## src/rtl/adc_regbank_pkg.sv

```systemverilog
// Package: shared widths, register addresses, field positions and the
// layout of the triplicated control state for the monitor ADC bank.
// Assumes an 8-bit register port and a 3-bit register address.
package adc_regbank_pkg;

    localparam int DATA_W   = 8;
    localparam int ADDR_W   = 3;
    localparam int CHAN_W   = 3;
    localparam int RES_W    = 12;
    localparam int RES_HI_W = RES_W - DATA_W;
    localparam int NCOPY    = 3;
    localparam int ID_W     = 3 * DATA_W;

    // Register addresses (the host decodes these)
    localparam logic [ADDR_W-1:0] A_CTRL  = 3'd0;
    localparam logic [ADDR_W-1:0] A_STAT  = 3'd1;
    localparam logic [ADDR_W-1:0] A_RSV0  = 3'd2;
    localparam logic [ADDR_W-1:0] A_RESLO = 3'd3;
    localparam logic [ADDR_W-1:0] A_RSV1  = 3'd4;
    localparam logic [ADDR_W-1:0] A_ID0   = 3'd5;
    localparam logic [ADDR_W-1:0] A_ID1   = 3'd6;
    localparam logic [ADDR_W-1:0] A_ID2   = 3'd7;

    // Bit positions inside the control and status bytes
    localparam int B_MODE  = 3;
    localparam int B_SRST  = 6;
    localparam int B_START = 7;
    localparam int B_ERR   = 6;
    localparam int B_IDLE  = 7;

    // Control state held in three voted copies
    typedef struct packed {
        logic              err;
        logic              busy;
        logic              mode;
        logic [CHAN_W-1:0] chan;
    } ctrl_t;

    localparam int CTRL_W = $bits(ctrl_t);

endpackage

```

## src/rtl/adc_tmr_reg.sv

```systemverilog
// Module: triplicated register with bitwise majority vote.
// Holds NCOPY=3 copies of a W-bit value. Every copy loads the same next
// value d. When its upset bit is high, that copy loads the inverse of d,
// which models a single-event upset. q is the bitwise majority of the
// copies. disagree is high whenever any two copies differ.
// Assumes the caller feeds the next value from the voted q, so a bad copy
// is repaired on the edge after it is noticed.
module adc_tmr_reg
    import adc_regbank_pkg::*;
#(
    parameter int W = 6
) (
    input  logic             clk,
    input  logic             rst_n,
    input  logic [W-1:0]     d,
    input  logic [NCOPY-1:0] upset,
    output logic [W-1:0]     q,
    output logic             disagree
);

    logic [W-1:0] copy_q [0:NCOPY-1];

    generate
        for (genvar k = 0; k < NCOPY; k++) begin : g_copy
            // Load one copy, with the optional injected inversion
            always_ff @(posedge clk) begin
                if (!rst_n) begin
                    copy_q[k] <= '0;
                end else begin
                    copy_q[k] <= d ^ {W{upset[k]}};
                end
            end
        end

        for (genvar b = 0; b < W; b++) begin : g_vote
            // Majority of the three copies, one bit at a time
            assign q[b] = (copy_q[0][b] & copy_q[1][b])
                        | (copy_q[0][b] & copy_q[2][b])
                        | (copy_q[1][b] & copy_q[2][b]);
        end
    endgenerate

    // Any copy that differs from copy 0 counts as a disagreement
    always_comb begin
        disagree = 1'b0;
        for (int k = 1; k < NCOPY; k++) begin
            disagree = disagree | (|(copy_q[k] ^ copy_q[0]));
        end
    end

endmodule

```

## src/rtl/adc_ctrl_next.sv

```systemverilog
// Module: next-state logic for the voted control state.
// Works out the next control value from the voted current value, a write
// to the control register, the converter done pulse and the copy
// disagreement. Also works out whether a start fires and whether a
// sample is captured.
// Order of precedence: soft reset, then the rest. A start is taken only
// while idle. A done pulse is taken only while busy.
module adc_ctrl_next
    import adc_regbank_pkg::*;
(
    input  ctrl_t             cur,
    input  logic              wr_ctrl,
    input  logic [DATA_W-1:0] wdata,
    input  logic              done,
    input  logic              disagree,
    output ctrl_t             nxt,
    output logic              fire,
    output logic              capture,
    output logic              soft_rst
);

    // Decode the soft-reset request from a control write
    always_comb begin
        soft_rst = wr_ctrl & wdata[B_SRST];
    end

    // Next control state, start request and sample capture
    always_comb begin
        nxt     = cur;
        fire    = 1'b0;
        capture = 1'b0;
        if (soft_rst) begin
            nxt = '0;
        end else begin
            if (disagree) begin
                nxt.err = 1'b1;
            end
            if (wr_ctrl) begin
                nxt.chan = wdata[CHAN_W-1:0];
                nxt.mode = wdata[B_MODE];
            end
            if (wr_ctrl && wdata[B_START] && !cur.busy) begin
                nxt.busy = 1'b1;
                fire     = 1'b1;
            end else if (cur.busy && done) begin
                nxt.busy = 1'b0;
                capture  = 1'b1;
            end
        end
    end

endmodule

```

## src/rtl/adc_read_mux.sv

```systemverilog
// Module: combinational read-back multiplexer.
// Forms the byte returned for each address from the voted control state,
// the stored result and the fixed serial number. Reserved addresses
// return zero. The self-clearing control bits always read back as zero.
module adc_read_mux
    import adc_regbank_pkg::*;
#(
    parameter logic [ID_W-1:0] SERIAL_ID = 24'h5A3C96
) (
    input  logic [ADDR_W-1:0] addr,
    input  ctrl_t             cur,
    input  logic [RES_W-1:0]  result,
    output logic [DATA_W-1:0] rdata
);

    // Pick the byte for the addressed register
    always_comb begin
        rdata = '0;
        case (addr)
            A_CTRL: begin
                rdata[CHAN_W-1:0] = cur.chan;
                rdata[B_MODE]     = cur.mode;
            end
            A_STAT: begin
                rdata[RES_HI_W-1:0] = result[RES_W-1:DATA_W];
                rdata[B_ERR]        = cur.err;
                rdata[B_IDLE]       = ~cur.busy;
            end
            A_RESLO: rdata = result[DATA_W-1:0];
            A_ID0:   rdata = SERIAL_ID[DATA_W-1:0];
            A_ID1:   rdata = SERIAL_ID[2*DATA_W-1:DATA_W];
            A_ID2:   rdata = SERIAL_ID[3*DATA_W-1:2*DATA_W];
            default: rdata = '0;
        endcase
    end

endmodule

```

## src/rtl/adc_regbank.sv

```systemverilog
// Module: top of the monitor ADC control register bank.
// Connects the register port, the triplicated control state, the result
// store and the converter handshake. The start pulse is registered and
// lasts exactly one cycle. The result is not triplicated: both bytes load
// on the same edge, so a read of the high and low bytes gives one sample.
// Assumes adc_result is valid during the cycle in which adc_done is high.
module adc_regbank
    import adc_regbank_pkg::*;
#(
    parameter logic [ID_W-1:0] SERIAL_ID = 24'h5A3C96
) (
    input  logic              clk,
    input  logic              rst_n,
    input  logic [ADDR_W-1:0] reg_addr,
    input  logic              reg_wr,
    input  logic [DATA_W-1:0] reg_wdata,
    output logic [DATA_W-1:0] reg_rdata,
    output logic              adc_start,
    output logic [CHAN_W-1:0] adc_chan,
    output logic              adc_mode,
    input  logic              adc_done,
    input  logic [RES_W-1:0]  adc_result,
    input  logic [NCOPY-1:0]  upset
);

    ctrl_t            state_v;
    ctrl_t            state_d;
    logic             disagree;
    logic             wr_ctrl;
    logic             fire;
    logic             capture;
    logic             soft_rst;
    logic [RES_W-1:0] result_q;
    logic             start_q;
    logic             busy_v;
    logic             err_v;

    // Decode a write to the control register
    always_comb begin
        wr_ctrl = reg_wr && (reg_addr == A_CTRL);
    end

    adc_ctrl_next u_next (
        .cur      (state_v),
        .wr_ctrl  (wr_ctrl),
        .wdata    (reg_wdata),
        .done     (adc_done),
        .disagree (disagree),
        .nxt      (state_d),
        .fire     (fire),
        .capture  (capture),
        .soft_rst (soft_rst)
    );

    adc_tmr_reg #(
        .W (CTRL_W)
    ) u_tmr (
        .clk      (clk),
        .rst_n    (rst_n),
        .d        (state_d),
        .upset    (upset),
        .q        (state_v),
        .disagree (disagree)
    );

    // Store the 12-bit sample when an acquisition finishes
    always_ff @(posedge clk) begin
        if (!rst_n || soft_rst) begin
            result_q <= '0;
        end else if (capture) begin
            result_q <= adc_result;
        end
    end

    // Register the one-cycle converter start pulse
    always_ff @(posedge clk) begin
        if (!rst_n) begin
            start_q <= 1'b0;
        end else begin
            start_q <= fire;
        end
    end

    adc_read_mux #(
        .SERIAL_ID (SERIAL_ID)
    ) u_rmux (
        .addr   (reg_addr),
        .cur    (state_v),
        .result (result_q),
        .rdata  (reg_rdata)
    );

    // Drive the converter-side outputs from the voted state
    always_comb begin
        adc_start = start_q;
        adc_chan  = state_v.chan;
        adc_mode  = state_v.mode;
        busy_v    = state_v.busy;
        err_v     = state_v.err;
    end

endmodule

```

## config.mk

```make
export PLATFORM = sky130hd
export DESIGN_NAME = adc_regbank
export DESIGN_NICKNAME = d
export VERILOG_FILES = /design/src/rtl/adc_regbank_pkg.sv /design/src/rtl/adc_tmr_reg.sv /design/src/rtl/adc_ctrl_next.sv /design/src/rtl/adc_read_mux.sv /design/src/rtl/adc_regbank.sv
export SDC_FILE = /design/constraint.sdc
export NUM_CORES = 1
export LEC_CHECK = 0
export CAP_MARGIN = 20
export CORE_MARGIN = 4
export CORE_UTILIZATION = 48
export DETAILED_ROUTE_END_ITERATION = 10
export DONT_BUFFER_PORTS = 1
export GPL_TIMING_DRIVEN = 1
export PLACE_DENSITY = 0.6
export SLEW_MARGIN = 25
export SYNTH_ARGS = -nofsm -noshare
export SYNTH_HDL_FRONTEND = slang
export SYNTH_SLANG_ARGS = --single-unit
```

## constraint.sdc

```tcl
create_clock -name clk -period 2.09 [get_ports clk]
set_clock_uncertainty 0.1 [all_clocks]
set_input_delay 0.418 -clock clk [delete_from_list [all_inputs] [get_ports clk]]
set_output_delay 0.418 -clock clk [all_outputs]
set_load 0.02 [all_outputs]
```

==> impl_metrics.env, run 1 <==
export IMPL_endpoint_kind="output pin"
export IMPL_dieArea_um2=4480
export IMPL_grtUsageTotal_pct=16.1
export IMPL_irDropWorstVdd_mv=0.434
export IMPL_p_sw_share_pct=28.6
export IMPL_syn_nets=221
export IMPL_worst_pin_slew_ps=431
export IMPL_gp_congestion=0.744
export IMPL_outcome="finished, final reports clean"
export IMPL_grt_pass1_vias=1167
export IMPL_setup_viol_count_final=0
export IMPL_internal_power_mw=1.02
export IMPL_area_growth_pct=16.5
export IMPL_nFillCells=309
export IMPL_clock_latency_ps=320
export IMPL_cts_tree="done"
export IMPL_slowest_stage="dfxtp_1"
export IMPL_fin_crit_sh_pct=98.4
export IMPL_hpwlAfterDp_mm=2.54
export IMPL_grt_pass1_wl_mm=5.33
export IMPL_max_freq_mhz=486
export IMPL_io_pins=43
export IMPL_cts_hold_buffers_added=0
export IMPL_rsz0062_at_grt="true"
export IMPL_drive_above_1_share_pct=24.1
export IMPL_die_x_um=67.0
export IMPL_path_buf_inv=1
export IMPL_first_pass_iters=4
export IMPL_avgSynthCellArea_um2=9.32
export IMPL_grt_overflow_total=0
export IMPL_holdWs_ps=109
export IMPL_power_density_nw_per_um2=732
export IMPL_slew_viol_final=0
export IMPL_worstPathArrival_ps=1540
export IMPL_clkPwrFrac_pct=27.5
export IMPL_drc=0
export IMPL_htree_num_levels=2
export IMPL_vias_per_cell=5.28
export IMPL_synth_seq_cells=31
export IMPL_seqPwrFrac_pct=48.2
export IMPL_finalHoldViolations=0
export IMPL_fin_crit_ps=2060
export IMPL_initial_core_util_pct=50.0
export IMPL_critPathMaxFanout=4
export IMPL_synth_warnings=0
export IMPL_clock_path_buffers=2
export IMPL_final_antenna_net_count=0
export IMPL_dr_first_iter_drc_count=49
export IMPL_antenna_found_initial=0
export IMPL_drv_cap=0
export IMPL_rows=21
export IMPL_crit_chain="ha_1 -> a211oi_4 -> o21bai_1 -> a21oi_1 -> buf_4"
export IMPL_synth_largest_area_cell="dfxtp_1"
export IMPL_pwr_share_comb_pct=24.3
export IMPL_min_path_type="input pin to register"
export IMPL_fin_cells=233
export IMPL_n_antenna_cell=0
export IMPL_path_class="register to output pin"
export IMPL_clock_sinks=31
export IMPL_drt_wl_total_mm=3.39
export IMPL_numCtsBuffers=5
export IMPL_ys_types=33
export IMPL_layout_commonest_cell="dfxtp_1"
export IMPL_syn_inst=179
export IMPL_place_inst=222
export IMPL_path_clk_slew_ps=100
export IMPL_mostFrequentLayoutCells="dfxtp_1, mux2i_1, nor2_1"
export IMPL_coreArea_um2=3340
export IMPL_num_vias=1231
export IMPL_io_buffers=0
export IMPL_synth_top_area_share_pct=37.2
export IMPL_slew_headroom_pct=70.4
export IMPL_synth_area_leaders="dfxtp_1, mux2i_1, ha_1"
export IMPL_critPathRequiredTime_ps=1570
export IMPL_crit_family="compound AO/OA/AOI/OAI gates"
export IMPL_netlist_area_um2=1670
export IMPL_synth_seq_area_share_pct=37.2
export IMPL_die_h_um=67.0
export IMPL_grt_max_degree=21
export IMPL_max_stage_delay_ps=340
export IMPL_wl_per_cell_um=14.5
export IMPL_leakagePower_nw=0.912
export IMPL_switchingPower_mw=0.407
export IMPL_fin_nets=228
export IMPL_root_buffer="clkbuf_4"
export IMPL_start_kind="register"
[repair_timing]
item,CTS,global route
setup buffers,0,3
pin swaps,1,7
gates cloned,0,0
gates resized for setup,9,19
hold endpoints to repair,0,0
endpoints found under the setup margin,6,5
[per-stage QoR]
stage | util [%] | cell area (µm²) | setup WS [ps] | TNS (ps) | power, mW
after floorplan | - | 1670 | 62.2 | 0 | 0.934
after global placement | 52.4 | 1750 | 274 | 0 | 0.990
after detailed placement | 52.4 | 1750 | 259 | 0 | 0.997
after CTS | 55.6 | 1860 | 1.97 | 0 | 1.41
after global routing | 58.3 | 1940 | -101 | -192 | 1.51
final | 58.3 | 1940 | 34.3 | 0 | 1.42
[synthesized netlist by cell type]
| cell | n |
|---|---|
| o21ai_0 | 4 |
| a21boi_0 | 1 |
| o21bai_1 | 1 |
| a31oi_1 | 1 |
| a211oi_1 | 6 |
| o31ai_1 | 1 |
| and4b_1 | 1 |
| and2_1 | 13 |
| buf_2 | 2 |
| nand3_1 | 2 |
| a21o_1 | 1 |
| a21oi_2 | 1 |
| clkbuf_1 | 7 |
| buf_6 | 1 |
| nand2_1 | 10 |
| nand2b_1 | 9 |
| or3_1 | 1 |
| a21oi_1 | 7 |
| mux2i_1 | 22 |
| inv_1 | 5 |
| ha_1 | 12 |
| buf_4 | 1 |
| dfxtp_1 | 31 |
| nor2_1 | 14 |
| nand3b_1 | 2 |
| xor2_1 | 13 |
| o22ai_1 | 1 |
| nor4_1 | 3 |
| nand4_1 | 1 |
| nor3_1 | 2 |
| nor3b_1 | 1 |
| buf_1 | 1 |
| nor4b_4 | 1 |
[worst register-to-register path: cells and delay by family (launching register included)]
family                   cells  cell delay, ps
multiplexers                 1             200
buffers and inverters        1             160
AND/OR/NAND/NOR              2             260
adder cells (fa/ha/maj)      1             220
AO/OA/AOI/OAI                1             270
flip-flops                   1             340
[path summary, 6_finish.rpt]
| path | startpoint | slack, ps | to | cells after the start |
|---|---|---|---|---|
| max | u_tmr.copy_q[2][4]$_SDFF_PN0_ | 30 | reg_rdata[7] | 5 |
| min | rst_n | 110 | adc_start$_SDFF_PP0_ | 1 |
| max reg2reg | u_tmr.copy_q[2][4]$_SDFF_PN0_ | 430 | result_q[6]$_SDFFE_PP0P_ | 6 |
| min reg2reg | result_q[10]$_SDFFE_PP0P_ | 410 | result_q[10]$_SDFFE_PP0P_ | 2 |
[power groups by stage]
| stage | registers, mW | clock network, mW | logic [mW] |
|---|---|---|---|
| finish | 0.687 | 0.392 | 0.345 |
| global route | 0.693 | 0.434 | 0.385 |
| CTS | 0.679 | 0.405 | 0.324 |
| detailed placement | 0.687 | 0 | 0.310 |
| global placement | 0.684 | 0 | 0.306 |
| floorplan | 0.680 | 0 | 0.255 |
[cell type report]
| type | count | area, µm² | area share (%) |
|---|---|---|---|
| Inverter | 5 | 18.8 | 0.965 |
| Tap cell | 46 | 57.6 | 2.96 |
| Multi-Input combinational cell | 131 | 1070 | 54.8 |
| Timing Repair Buffer | 12 | 103 | 5.28 |
| Clock buffer | 8 | 68.8 | 3.54 |
| Sequential cell | 31 | 631 | 32.4 |
[per-layer routing]
layer  wire length, µm  vias to the layer above  track usage (%)
li1                  -                      626                -
met1              1460                      568             18.3
met2              1610                       31             27.1
met3               275                        6             6.75
met4                43                        0             5.32
met5                 0                        -                0
[state kept, by name, summed over array words and instances (netlist names)]
| name | cells |
|---|---|
| adc_start | 1 |
| result_q | 12 |
| u_tmr.copy_q | 18 |
[logic make-up after synthesis]
| logic type | synth area share, % |
|---|---|
| simple gates | 20.1 |
| flops | 37.2 |
| compound gates | 9.07 |
| mux | 13.2 |
| buf+inv | 4.65 |
| xor+xnor | 6.82 |
| fa+ha+maj | 9.00 |
(Power assumes the default switching activity.)
==> run 2, diff against run 1 <==
==> constraint.sdc (replaced) <==
create_clock -name clk -period 2.09 [get_ports clk]
set_clock_uncertainty 0.1 [all_clocks]
set_input_delay 0.209 -clock clk [delete_from_list [all_inputs] [get_ports clk]]
set_output_delay 0.209 -clock clk [all_outputs]
set_load 0.02 [all_outputs]
==> run 2 against run 1 <==
Effect of this change: critical path depth unchanged; non-clock buffer count increased by 6; clock power decreased by 14%; routed wire length increased by 6.0%.
==> impl_metrics.env, run 2 (synthesis gave the netlist of run 1 again) <==
export IMPL_outcome="finished, final reports clean"
export IMPL_largest_register_ffs=18
export IMPL_leakagePower_nw=0.918
export IMPL_slew_viol_final=0
export IMPL_setup_viol_count_final=0
export IMPL_path_clk_slew_ps=90
export IMPL_fin_nets=234
export IMPL_slew_headroom_pct=55.3
export IMPL_fin_crit_ps=1970
export IMPL_die_x_um=67.0
export IMPL_worstPathArrival_ps=1660
export IMPL_gp_congestion=0.720
export IMPL_grtUsageTotal_pct=18.0
export IMPL_root_buffer="clkbuf_4"
export IMPL_grt_max_degree=20
export IMPL_hpwlAfterDp_mm=2.61
export IMPL_post_place_ws_ps=297
export IMPL_finalHoldViolations=0
export IMPL_numCtsBuffers=5
export IMPL_critPathRequiredTime_ps=1780
export IMPL_io_pins=43
export IMPL_layout_commonest_cell="dfxtp_1"
export IMPL_start_kind="register"
export IMPL_vias_per_cell=5.30
export IMPL_initial_core_util_pct=50.0
export IMPL_n_antenna_cell=0
export IMPL_drv_cap=0
export IMPL_irDropWorstVdd_mv=0.318
export IMPL_drt_wl_total_mm=3.59
export IMPL_mostFrequentLayoutCells="dfxtp_1, mux2i_1, dlygate4sd3_1"
export IMPL_htree_num_levels=2
export IMPL_clock_latency_ps=340
export IMPL_dr_first_iter_drc_count=35
export IMPL_num_vias=1267
export IMPL_area_growth_pct=15.7
export IMPL_first_pass_iters=4
export IMPL_coreArea_um2=3340
export IMPL_grt_overflow_total=0
export IMPL_clock_sinks=31
export IMPL_drive_above_1_share_pct=8.81
export IMPL_grt_pass1_vias=1331
export IMPL_final_setup_worst_slack_ps=123
export IMPL_max_freq_mhz=508
export IMPL_power_density_nw_per_um2=698
export IMPL_min_path_type="input pin to register"
export IMPL_worst_pin_slew_ps=664
export IMPL_fin_crit_sh_pct=94.1
export IMPL_fin_tns_setup_ps=0
export IMPL_cts_setup_buffers=0
export IMPL_clock_path_buffers=2
export IMPL_drc=0
export IMPL_cts_tree="done"
export IMPL_endpoint_kind="output pin"
export IMPL_path_class="register to output pin"
export IMPL_holdWs_ps=128
export IMPL_rows=21
export IMPL_max_flop_register="u_tmr.copy_q"
export IMPL_nFillCells=322
export IMPL_wl_per_cell_um=15.0
export IMPL_dieArea_um2=4480
export IMPL_die_h_um=67.0
export IMPL_critPathMaxFanout=3
export IMPL_grt_pass1_wl_mm=5.91
export IMPL_io_buffers=0
export IMPL_antenna_found_initial=0
export IMPL_final_antenna_net_count=0
export IMPL_rsz0062_at_grt="false"
run 2: cell type report:
type | count | area [µm²] | share of cell area (%)
multi-input combinational | 131 | 995 | 51.5
sequential | 31 | 621 | 32.1
clock buffer | 5 | 37.5 | 1.94
tap | 46 | 57.6 | 2.98
timing repair buffer | 18 | 188 | 9.72
inverter | 5 | 18.8 | 0.972
clock inverter | 3 | 15.0 | 0.777
run 2: critical path, cell delays in order (launching register included):
cell and delay [ps]:
dfxtp_1 330, ha_1 190, a211oi_1 410, o21ai_0 140, nand2b_1 90, a21oi_1 170
run 2: power breakdown:
part	internal [mW]	total, mW	switching [mW]
Combinational	0.151	0.332	0.181
Clock	0.125	0.339	0.214
Sequential	0.644	0.678	0.0339
Total	0.920	1.35	0.429
run 2: final timing paths:
path	startpoint	endpoint	slack, ps	depth (start not counted)
max	u_tmr.copy_q[1][0]$_SDFF_PN0_	reg_rdata[0]	120	5
min	reg_wdata[6]	u_tmr.copy_q[1][4]$_SDFF_PN0_	130	3
max reg2reg	u_tmr.copy_q[1][0]$_SDFF_PN0_	u_tmr.copy_q[2][0]$_SDFF_PN0_	320	5
min reg2reg	result_q[3]$_SDFFE_PP0P_	result_q[3]$_SDFFE_PP0P_	410	2
run 2: repair_timing:
item / 4_1_cts / 5_1_grt
gates resized for setup: 2 / 4
hold buffers: 16 / 0
endpoints found under the setup margin: 2 / 4
endpoints found under the hold margin: 31 / 0
run 2: layer usage:
layer	vias to the layer above	GRT usage, %	routed length, µm
li1	636	-	-
met1	593	17.9	1400
met2	31	33.2	1850
met3	7	5.73	262
met4	0	9.11	77
met5	-	0	0
run 2: stage by stage:
stage	power [mW]	utilization (%)	cell area [µm²]	std cells
2_1_floorplan	0.934	-	1670	179
3_3_place_gp	0.966	50.8	1700	215
3_5_place_dp	0.980	50.8	1700	215
4_1_cts	1.36	57.4	1920	239
5_1_grt	1.44	57.9	1930	239
6_report	1.35	57.9	1930	239
